===== config.mk =====
export PLATFORM = sky130hd
export DESIGN_NAME = retentive_accum_timer
export DESIGN_NICKNAME = d
export VERILOG_FILES = /design/src/rtl/rat_pkg.sv /design/src/rtl/rat_qualify.sv /design/src/rtl/rat_counter.sv /design/src/rtl/rat_compare.sv /design/src/rtl/retentive_accum_timer.sv
export SDC_FILE = /design/constraint.sdc
export NUM_CORES = 1
export LEC_CHECK = 0
export ABC_AREA = 1
export ABC_CLOCK_PERIOD_IN_PS = 2400
export CORE_MARGIN = 3
export CORE_UTILIZATION = 35
export CTS_BUF_LIST = sky130_fd_sc_hd__clkbuf_4 sky130_fd_sc_hd__clkbuf_8 sky130_fd_sc_hd__clkbuf_16
export CTS_CLUSTER_SIZE = 20
export DETAILED_ROUTE_END_ITERATION = 6
export DONT_BUFFER_PORTS = 1
export SKIP_CTS_REPAIR_TIMING = 1
export SLEW_MARGIN = 40
export SYNTH_ARGS = -nofsm -noshare
export SYNTH_HDL_FRONTEND = slang
export SYNTH_SLANG_ARGS = --single-unit

===== constraint.sdc =====
create_clock -name clk -period 2.4 [get_ports clk]
set_input_delay 0.36 -clock clk [delete_from_list [all_inputs] [get_ports clk]]
set_output_delay 0.36 -clock clk [all_outputs]
set_load 0.1 [all_outputs]

===== src/rtl/rat_pkg.sv =====
package rat_pkg;

  // Action applied to the accumulator at the next clock edge.
  typedef enum logic [1:0] {
    ACT_HOLD = 2'd0,
    ACT_STEP = 2'd1,
    ACT_ZERO = 2'd2
  } acc_act_e;

  // Picks the accumulator action; zeroing outranks stepping.
  function automatic acc_act_e pick_action(input logic zero_req,
                                           input logic step_req);
    if (zero_req)      return ACT_ZERO;
    else if (step_req) return ACT_STEP;
    else               return ACT_HOLD;
  endfunction

endpackage


===== src/rtl/rat_qualify.sv =====
module rat_qualify
  import rat_pkg::*;
(
  input  logic     rst,
  input  logic     tick,
  input  logic     run,
  input  logic     clr,
  input  logic     reached,
  output logic     adv_evt,
  output logic     zero_evt,
  output acc_act_e act
);

  always_comb begin
    zero_evt = rst | clr;
    adv_evt  = tick & run & ~reached & ~zero_evt;
    act      = pick_action(zero_evt, adv_evt);
  end

endmodule


===== src/rtl/rat_counter.sv =====
module rat_counter
  import rat_pkg::*;
#(
  parameter int WIDTH = 16
) (
  input  logic             clk,
  input  acc_act_e         act,
  output logic [WIDTH-1:0] count
);

  localparam logic [WIDTH-1:0] ONE = WIDTH'(1);

  function automatic logic [WIDTH-1:0] next_count(input acc_act_e a,
                                                  input logic [WIDTH-1:0] cur);
    case (a)
      ACT_ZERO: return '0;
      ACT_STEP: return cur + ONE;
      default:  return cur;
    endcase
  endfunction

  always_ff @(posedge clk) begin
    count <= next_count(act, count);
  end

endmodule


===== src/rtl/rat_compare.sv =====
module rat_compare #(
  parameter int WIDTH = 16
) (
  input  logic [WIDTH-1:0] count,
  input  logic [WIDTH-1:0] preset,
  input  logic             run,
  output logic             reached,
  output logic             done
);

  function automatic logic at_or_past(input logic [WIDTH-1:0] c,
                                      input logic [WIDTH-1:0] p);
    return (c >= p);
  endfunction

  always_comb begin
    reached = at_or_past(count, preset);
    done    = reached & run;
  end

endmodule


===== src/rtl/retentive_accum_timer.sv =====
module retentive_accum_timer
  import rat_pkg::*;
#(
  parameter int WIDTH = 16
) (
  input  logic             clk,
  input  logic             rst,
  input  logic             tick,
  input  logic             run,
  input  logic             clr,
  input  logic [WIDTH-1:0] preset,
  output logic             done,
  output logic [WIDTH-1:0] acc
);

  logic     adv_evt;
  logic     zero_evt;
  logic     reached;
  acc_act_e act;

  rat_qualify u_qual (
    .rst      (rst),
    .tick     (tick),
    .run      (run),
    .clr      (clr),
    .reached  (reached),
    .adv_evt  (adv_evt),
    .zero_evt (zero_evt),
    .act      (act)
  );

  rat_counter #(.WIDTH(WIDTH)) u_cnt (
    .clk   (clk),
    .act   (act),
    .count (acc)
  );

  rat_compare #(.WIDTH(WIDTH)) u_cmp (
    .count   (acc),
    .preset  (preset),
    .run     (run),
    .reached (reached),
    .done    (done)
  );

endmodule


== After elaboration in Yosys (flattened, before gate mapping) ==
Cells that the tools add are included.
Storage, ports and cells
  flip-flop bits (word level): 16
  latch bits: 0
  bits in writable memories: 0
  ROM bits: 0
  input bits: 21
  output and inout bits: 17
  word-level logic and storage cells: 16
  memories: 0
Cells by class
  add/subtract/negate cells: 1
  $mul: 0
  div/mod/pow operators: 0
  order comparisons: 1
  eq/ne operators: 2
  shift operators: 0
  mux-type cells: 3
  bitwise logic cells: 7
  reductions and logical operators: 1
Operators by type and width (number)
  one-hot mux 16 bit (2 select lines): 1
  adder 16 x 1 -> 16 bit, second input constant: 1
  >= comparator 16 bit: 1
  bitwise AND 1 bit: 4
  == test 2 x 1 -> 1 bit, second input constant: 1
  == test 2 bit, second input constant: 1
  2-to-1 mux 2 bit: 1
  NOT 1 bit: 2
  nonzero test 2 bit: 1
  2-to-1 mux 1 bit: 1
  bitwise OR 1 bit: 1

== Longest topological paths before layout ==
Gate-level depths: netlist of the first run.
  word-level depth: 8
  gate-level depth with buffers: 13
  mapped depth without buffers: 12

== Cells and area by module ==
Synthesis of the first run repeated with hierarchy kept, for this count alone.
Second synthesis, totals
  cell total of the unflattened synthesis: 194
  area, all modules: 1461.4 µm²
Modules (own cells, without submodules)
  rat_counter: instances 1, cells each 115, area each 975.9 µm², sequential area each 480.5 µm²
  rat_compare: instances 1, cells each 71, area each 441.7 µm², sequential area each 0.0 µm²
  rat_qualify: instances 1, cells each 8, area each 43.8 µm², sequential area each 0.0 µm²

== Worst setup path after synthesis of the first run ==
No wires, ideal clock.
  path kind: register to output
  start point: register u_cnt.count[0]
  end point: output port done
  arrival time: 3.919 ns
  required time: 2.040 ns
  path slack: -1.879 ns
  stages on the path, launching flop included: 11
  buffers on the path: 0
  path through: edfxtp_1 > inv_1 > ha_1 > nand2_1 > nor2_1 > nor2_1 > nand2_1 > nand2_1 > nand2_1 > nand2_2 > a21boi_0
Between the ends
  cells in the longest elaborated chain, start to end: 2
Ends and longest elaborated chain
  start: declaration: RTL line rat_counter.sv:8  | output logic [WIDTH-1:0] count
  start signal: assignment: RTL line rat_counter.sv:23  | count <= next_count(act, count);
  >= comparator 16 bit: RTL line rat_compare.sv:13  | return (c >= p);
  bitwise AND 1 bit: RTL line rat_compare.sv:18  | done = reached & run;
  end: declaration: RTL line retentive_accum_timer.sv:12  | output logic done,
Every way passes these cells.

== Final worst setup path of the first run ==
  start point: register u_cnt.count[3]
  end point: output port done
The elaborated chain is that of the path after synthesis.

==> results of run 1 <==
## power by group
part           switching [uW]  internal [uW]
Combinational             201           66.5
Sequential               9.72            323
Clock                    98.9            114
## area by class of cell
| type | count | area share |
|---|---|---|
| Sequential cell | 16 | 0.2885 |
| Multi-Input combinational cell | 121 | 0.4831 |
| Timing Repair Buffer | 19 | 0.09316 |
| Inverter | 32 | 0.07213 |
| Tap cell | 48 | 0.03606 |
| Clock inverter | 1 | 0.002254 |
| Clock buffer | 3 | 0.02479 |
## Yosys cell counts, types with 3 or more instances
| cell | instances |
|---|---|
| ha_1 | 17 |
| edfxtp_1 | 16 |
| xor2_1 | 7 |
| nand4_1 | 3 |
| nor2_1 | 22 |
| nand3_1 | 7 |
| inv_1 | 32 |
| xnor2_1 | 7 |
| a21oi_1 | 5 |
| nand2_1 | 33 |
| nor2_2 | 12 |
## cells by family after synthesis
logic type,count (synthesis),share of synthesized area
xor gates and xnor gates,14,0.08853
and+or+nand+nor,81,0.2773
DFF,16,0.3469
buffers and inverters,33,0.09485
adders and majority gates,17,0.1536
AOI/OAI and AO/OA,9,0.03884
## through the flow
stage          instances  power [uW]  setup WS (ns)    util  TNS (ns)
3_3_place_gp         235       604.9         0.4421  0.4308         0
2_1_floorplan        170       554.1        -0.3162       -   -0.9340
3_5_place_dp         235       607.6         0.4319  0.4308         0
6_report             240       812.8         0.1818  0.4449         0
5_1_grt              240       850.2       0.002571  0.4449         0
4_1_cts              239       817.0         0.1501  0.4428         0
## metal layers
| layer | wire (um) | share of wire | up-vias | GRT usage |
|---|---|---|---|---|
| met4 | 51 | 0.018 | 0 | 0.03650 |
| met1 | 1289 | 0.45 | 464 | 0.1668 |
| met2 | 1359 | 0.47 | 26 | 0.2143 |
| li1 | - | - | 584 | - |
| met3 | 162 | 0.057 | 7 | 0.02917 |
| met5 | 0 | 0 | - | 0 |
## cell usage in the layout, fill, tap and decap left out
cell type  synthesis  routed
inv_1             32      32
nand2_1           33      32
nor2_1            22      22
buf_4              0      18
ha_1              17      16
edfxtp_1          16      16
nor2_2            12      12
nand3_1            7       7
xnor2_1            7       7
xor2_1             7       7
a21oi_1            5       5
nand4_1            3       3
clkbuf_8           0       3
o21a_1             1       1
nand2_2            1       1
a21oi_2            1       1
o21ai_1            1       1
nand2_4            0       1
a21boi_4           0       1
nand4_4            1       1
nor3_2             1       1
nor2_4             1       1
ha_4               0       1
clkinv_1           0       1
buf_12             0       1
## worst max path at each step
stage	endpoint	slack, ns	cells past startpoint
after floorplan	done	-0.32	10
after global placement	u_cnt.count[14]	0.44	8
after detailed placement	done	0.43	11
after CTS	done	0.15	10
after global routing	done	0.003	10
final	done	0.18	10
==> metrics.cfg, run 1 <==
[outcome]
status = finished clean

[layout]
antenna_cells = 0
largestRegisters = u_cnt.count (16)
largest_register = u_cnt.count
drive_gt1_frac = 0.2188
fin_area_um2 = 1665
largest_register_ff_count = 16
fillers = 400
final_nets = 231
syn2layout_area_growth_pct = 20.24
multi_input_area_um2 = 804.5
seqCellArea_um2 = 480.5

[setup_path]
path_max_fanout = 3
r2r-end = u_cnt.count[14]
worstSetupPathType = reg2out
cp-end-kind = primary output
crit_top_cell = nand2_1
cpLargestDelayFamily = simple AND/OR/NAND/NOR gates
crit_chain = ha_1, nand2_1, nor2_1, nor2_1, nand2_1, nand2_1, nand2_1, nand2_2, a21boi_4, buf_12
critPathBufInv = 1
required_ns = 2.04
start_kind = flip-flop
cp_slowest_cell = edfxtp_1
critPathArrivalTime_ns = 1.86
regToRegSetupSlack_ns = 0.46
r2r_cells = 8
r2r-start = u_cnt.count[1]
cpPeakStageDelay_ns = 0.40
startpoint = u_cnt.count[3]

[synth]
async_flop_share = 0
ys_warn_count = 0
ys_types = 20
yosysTopAreaCellShare = 0.3469
syn_inst = 170
yosysSeqAreaShare = 0.3469
syn_area_um2 = 1385
synth_edf_count = 16
synth_area_leaders = edfxtp_1 35%, ha_1 15%, nand2_1 8.9%
syn_nets = 208
synthFlopType = edfxtp_1
synth.avg_cell_area_um2 = 8.148
synth_seq_cells = 16
yosysTopAreaCell = edfxtp_1

[sta]
fin_hold_ws_ns = 0.5582
max_freq_ghz = 0.4508
hold_viol = 0
tightest_slew_ns = 0.3531
setup_viol = 0
slew_headroom = 0.7638
fin_crit_sh = 0.9243
fin_crit_ns = 2.218
rsz0062_at_grt = no
drv_slew = 0
finalClockSkew_ns = 0.005089

[drt]
postRouteAntennaNets = 0
drtIter0Drc = 29
vias = 1081
viasPerCell = 4.504
drc = 0
wire_per_inst_um = 11.93
dr.pass1.iters = 4
routed_wl_mm = 2.862

[grt]
grt_pass1_wl_mm = 4.512
grt_max_degree = 17
overflow = 0
groute.usage.overall = 0.1289
antenna_found_initial = 0
grt_pass1_vias = 1010

[clock_tree]
cts_max_path_buffers = 2
root_buffer = clkbuf_8
ctsHtreeMaxLevel = 1
cts.clk_slew.worst_paths_ns = 0.07
cts_tree = done
cts_sinks = 16
clk_latency_ns = 0.25
cts_buffers = 3

[floorplan]
ioPinCount = 38
initial_core_util = 0.3700
die_x_um = 68.91
row_count = 22
chipHeight_um = 68.91
dieArea_um2 = 4748
fp.coreArea_um2 = 3744

[place]
port_buffers = 0
postPlaceCellArea_um2 = 1613
gp_congestion = 0.8412
hpwl_mm = 2.391

[job]
drv_cap = 0

[power_and_ir_drop]
ir_drop_v = 0.0001745
power_density_nw_per_um2 = 488.1
leakage_uw = 0.0007496

[worst_hold_path]
min_path_type = in2reg
min_to = u_cnt.count[15]
hold-path-cell-count = 2
hp-start = rst

Power figures use the tool's default switching activity.
==> inputs of run 2 (changes only) <==
- ABC_AREA: 1 -> 0
- CORE_UTILIZATION: 35 -> 60
- PLACE_DENSITY: not set -> 0.76
==> metrics.cfg, run 2 <==
[sta]
fin_crit_ns = 2.409  ; +0.1905 ns
max_freq_ghz = 0.4152  ; -7.9%
rsz0062_at_grt = yes
tightest_slew_ns = 0.4788  ; +0.1257 ns
hold_viol = 0  ; unchanged
finalClockSkew_ns = 0.001187  ; -0.003902 ns
setup_viol = 1  ; +1
fin_ws_ns = -0.008756  ; -0.1905 ns
fin_tns_setup_ns = -0.008756  ; -0.008756 ns
slew_headroom = 0.6802  ; -0.08355
drv_slew = 0  ; unchanged
fin_crit_sh = 1.004  ; +0.07939

[clock_tree]
cts_buffers = 3  ; unchanged
cts.clk_slew.worst_paths_ns = 0.09  ; +0.02 ns
cts_tree = done
clk_latency_ns = 0.28  ; +0.03 ns
root_buffer = clkbuf_4
cts_max_path_buffers = 2  ; unchanged
ctsHtreeMaxLevel = 1  ; unchanged
cts_sinks = 16  ; unchanged

[floorplan]
fp.coreArea_um2 = 2062  ; -45%
ioPinCount = 38  ; unchanged
initial_core_util = 0.6638  ; +0.2938
dieArea_um2 = 2891  ; -39%
die_x_um = 53.77  ; -22%
chipHeight_um = 53.77  ; -22%
row_count = 16  ; -27%

[synth]
synth.avg_cell_area_um2 = 10.14  ; +24%
syn_area_um2 = 1369  ; -1.2%
synth_edf_count = 16  ; unchanged
async_flop_share = 0  ; unchanged
ys_warn_count = 0  ; unchanged
syn_nets = 173  ; -17%
synth_most_common_cell = inv_1
yosysTopAreaCellShare = 0.3510  ; +0.004122
yosysTopAreaCell = edfxtp_1
synthFlopType = edfxtp_1
yosys-top-cells-count = 20 x inv_1, 17 x ha_1, 16 x edfxtp_1
ys_types = 30  ; +50%
yosysSeqAreaShare = 0.3510  ; +0.004122
syn_inst = 135  ; -21%
synth_seq_cells = 16  ; unchanged
synth_area_leaders = edfxtp_1 35%, ha_1 16%, nor2_4 6.6%

[setup_path]
critPathArrivalTime_ns = 2.05  ; +0.19 ns
required_ns = 2.04  ; about the same
worstSetupPathType = reg2out
path_max_fanout = 2  ; -1
start_kind = flip-flop
cp-end-kind = primary output

[drt]
dr.pass1.iters = 4  ; unchanged
postRouteAntennaNets = 0  ; unchanged
drtIter0Drc = 16  ; -45%
vias = 1037  ; -4.1%
routed_wl_mm = 2.964  ; +3.6%
wire_per_inst_um = 15.94  ; +34%
drc = 0  ; unchanged
viasPerCell = 5.575  ; +24%

[layout]
final_nets = 199  ; -14%
layout_common_cells = 21 x buf_4, 19 x inv_1, 16 x edfxtp_1
syn2layout_area_growth_pct = 22.12
largestRegisters = u_cnt.count (16)
drive_gt1_frac = 0.3208  ; +0.1020
fillers = 120  ; -70%
antenna_cells = 0  ; unchanged
fin_area_um2 = 1672  ; +0.38%
final_common_cell = buf_4
largest_register_ff_count = 16  ; unchanged
largest_register = u_cnt.count

[grt]
grt_max_degree = 17  ; unchanged
grt_pass1_vias = 1017  ; +0.69%
groute.usage.overall = 0.2096  ; +0.08072
overflow = 0  ; unchanged
antenna_found_initial = 0  ; unchanged
grt_pass1_wl_mm = 4.402  ; -2.4%

[job]
drv_cap = 0  ; unchanged

[worst_hold_path]
min_path_type = in2reg

[outcome]
status = finished, violations left
violations = setup timing

[power_and_ir_drop]
ir_drop_v = 0.0003975  ; +130%
power_density_nw_per_um2 = 456.6  ; -6.4%
leakage_uw = 0.0007223  ; -3.6%

[place]
postPlaceCellArea_um2 = 1563  ; -3.1%
gp_congestion = 0.8259  ; -1.8%
port_buffers = 0  ; unchanged
hpwl_mm = 2.237  ; -6.5%

## run 2: cell families after synthesis
kind of cell,share of synthesized area
adders and majority gates,0.1554
and+or+nand+nor,0.2678
xor gates and xnor gates,0.08958
AOI/OAI and AO/OA,0.07039
DFF,0.3510
buffers and inverters,0.06581
## run 2: power breakdown
part / internal, uW / switching, uW
Sequential: 323 / 10.0
Clock: 58.1 / 78.4
Combinational: 82.3 / 212
## run 2: layout make-up
cell class	instances	area, um2	share of cell area
Sequential cell	16	480.5	0.2874
Timing Repair Buffer	22	177.7	0.1063
Tap cell	27	33.78	0.02021
Multi-Input combinational cell	98	882.1	0.5277
Clock buffer	3	22.52	0.01347
Inverter	20	75.07	0.04491
## run 2: layer usage
metal  GRT usage  share of wire  vias up
met2      0.3730           0.52       31
met1      0.2705           0.43      484
met3     0.02770          0.043        4
met4     0.03830         0.0071        0
li1            -              -      518
met5           0              0        -
## run 2: path summary, 6_finish.rpt
kind,start,end,slack (ns),depth (start not counted)
worst max-delay path,u_cnt.count[13],done,-0.009,6
worst max register to register,u_cnt.count[12],u_cnt.count[14],0.16,8
worst min register to register,u_cnt.count[0],u_cnt.count[0],0.93,2
worst min-delay path,rst,u_cnt.count[15],0.46,3
## run 2: metrics by stage
stage / power [uW] / hold slack [ns] / worst slack, ns / cells / utilization
global placement: 607.6 / 0.7480 / 0.1937 / 179 / 0.7579
global route: 793.9 / 0.4675 / -0.1396 / 186 / 0.8107
detailed placement: 613.3 / 0.7532 / 0.1411 / 179 / 0.7579
CTS: 747.2 / 0.4627 / -0.1315 / 182 / 0.7688
floorplan: 562.8 / 0.7228 / -0.5026 / 135 / -
finish: 763.3 / 0.4647 / -0.008756 / 186 / 0.8107
## run 2: critical path: stages, from the launching register on
cell and delay [ns]:
edfxtp_1 0.44, ha_4 0.30, nand4_1 0.19, nor3_4 0.25
nand4b_4 0.16, nand3_4 0.09, and2_4 0.33
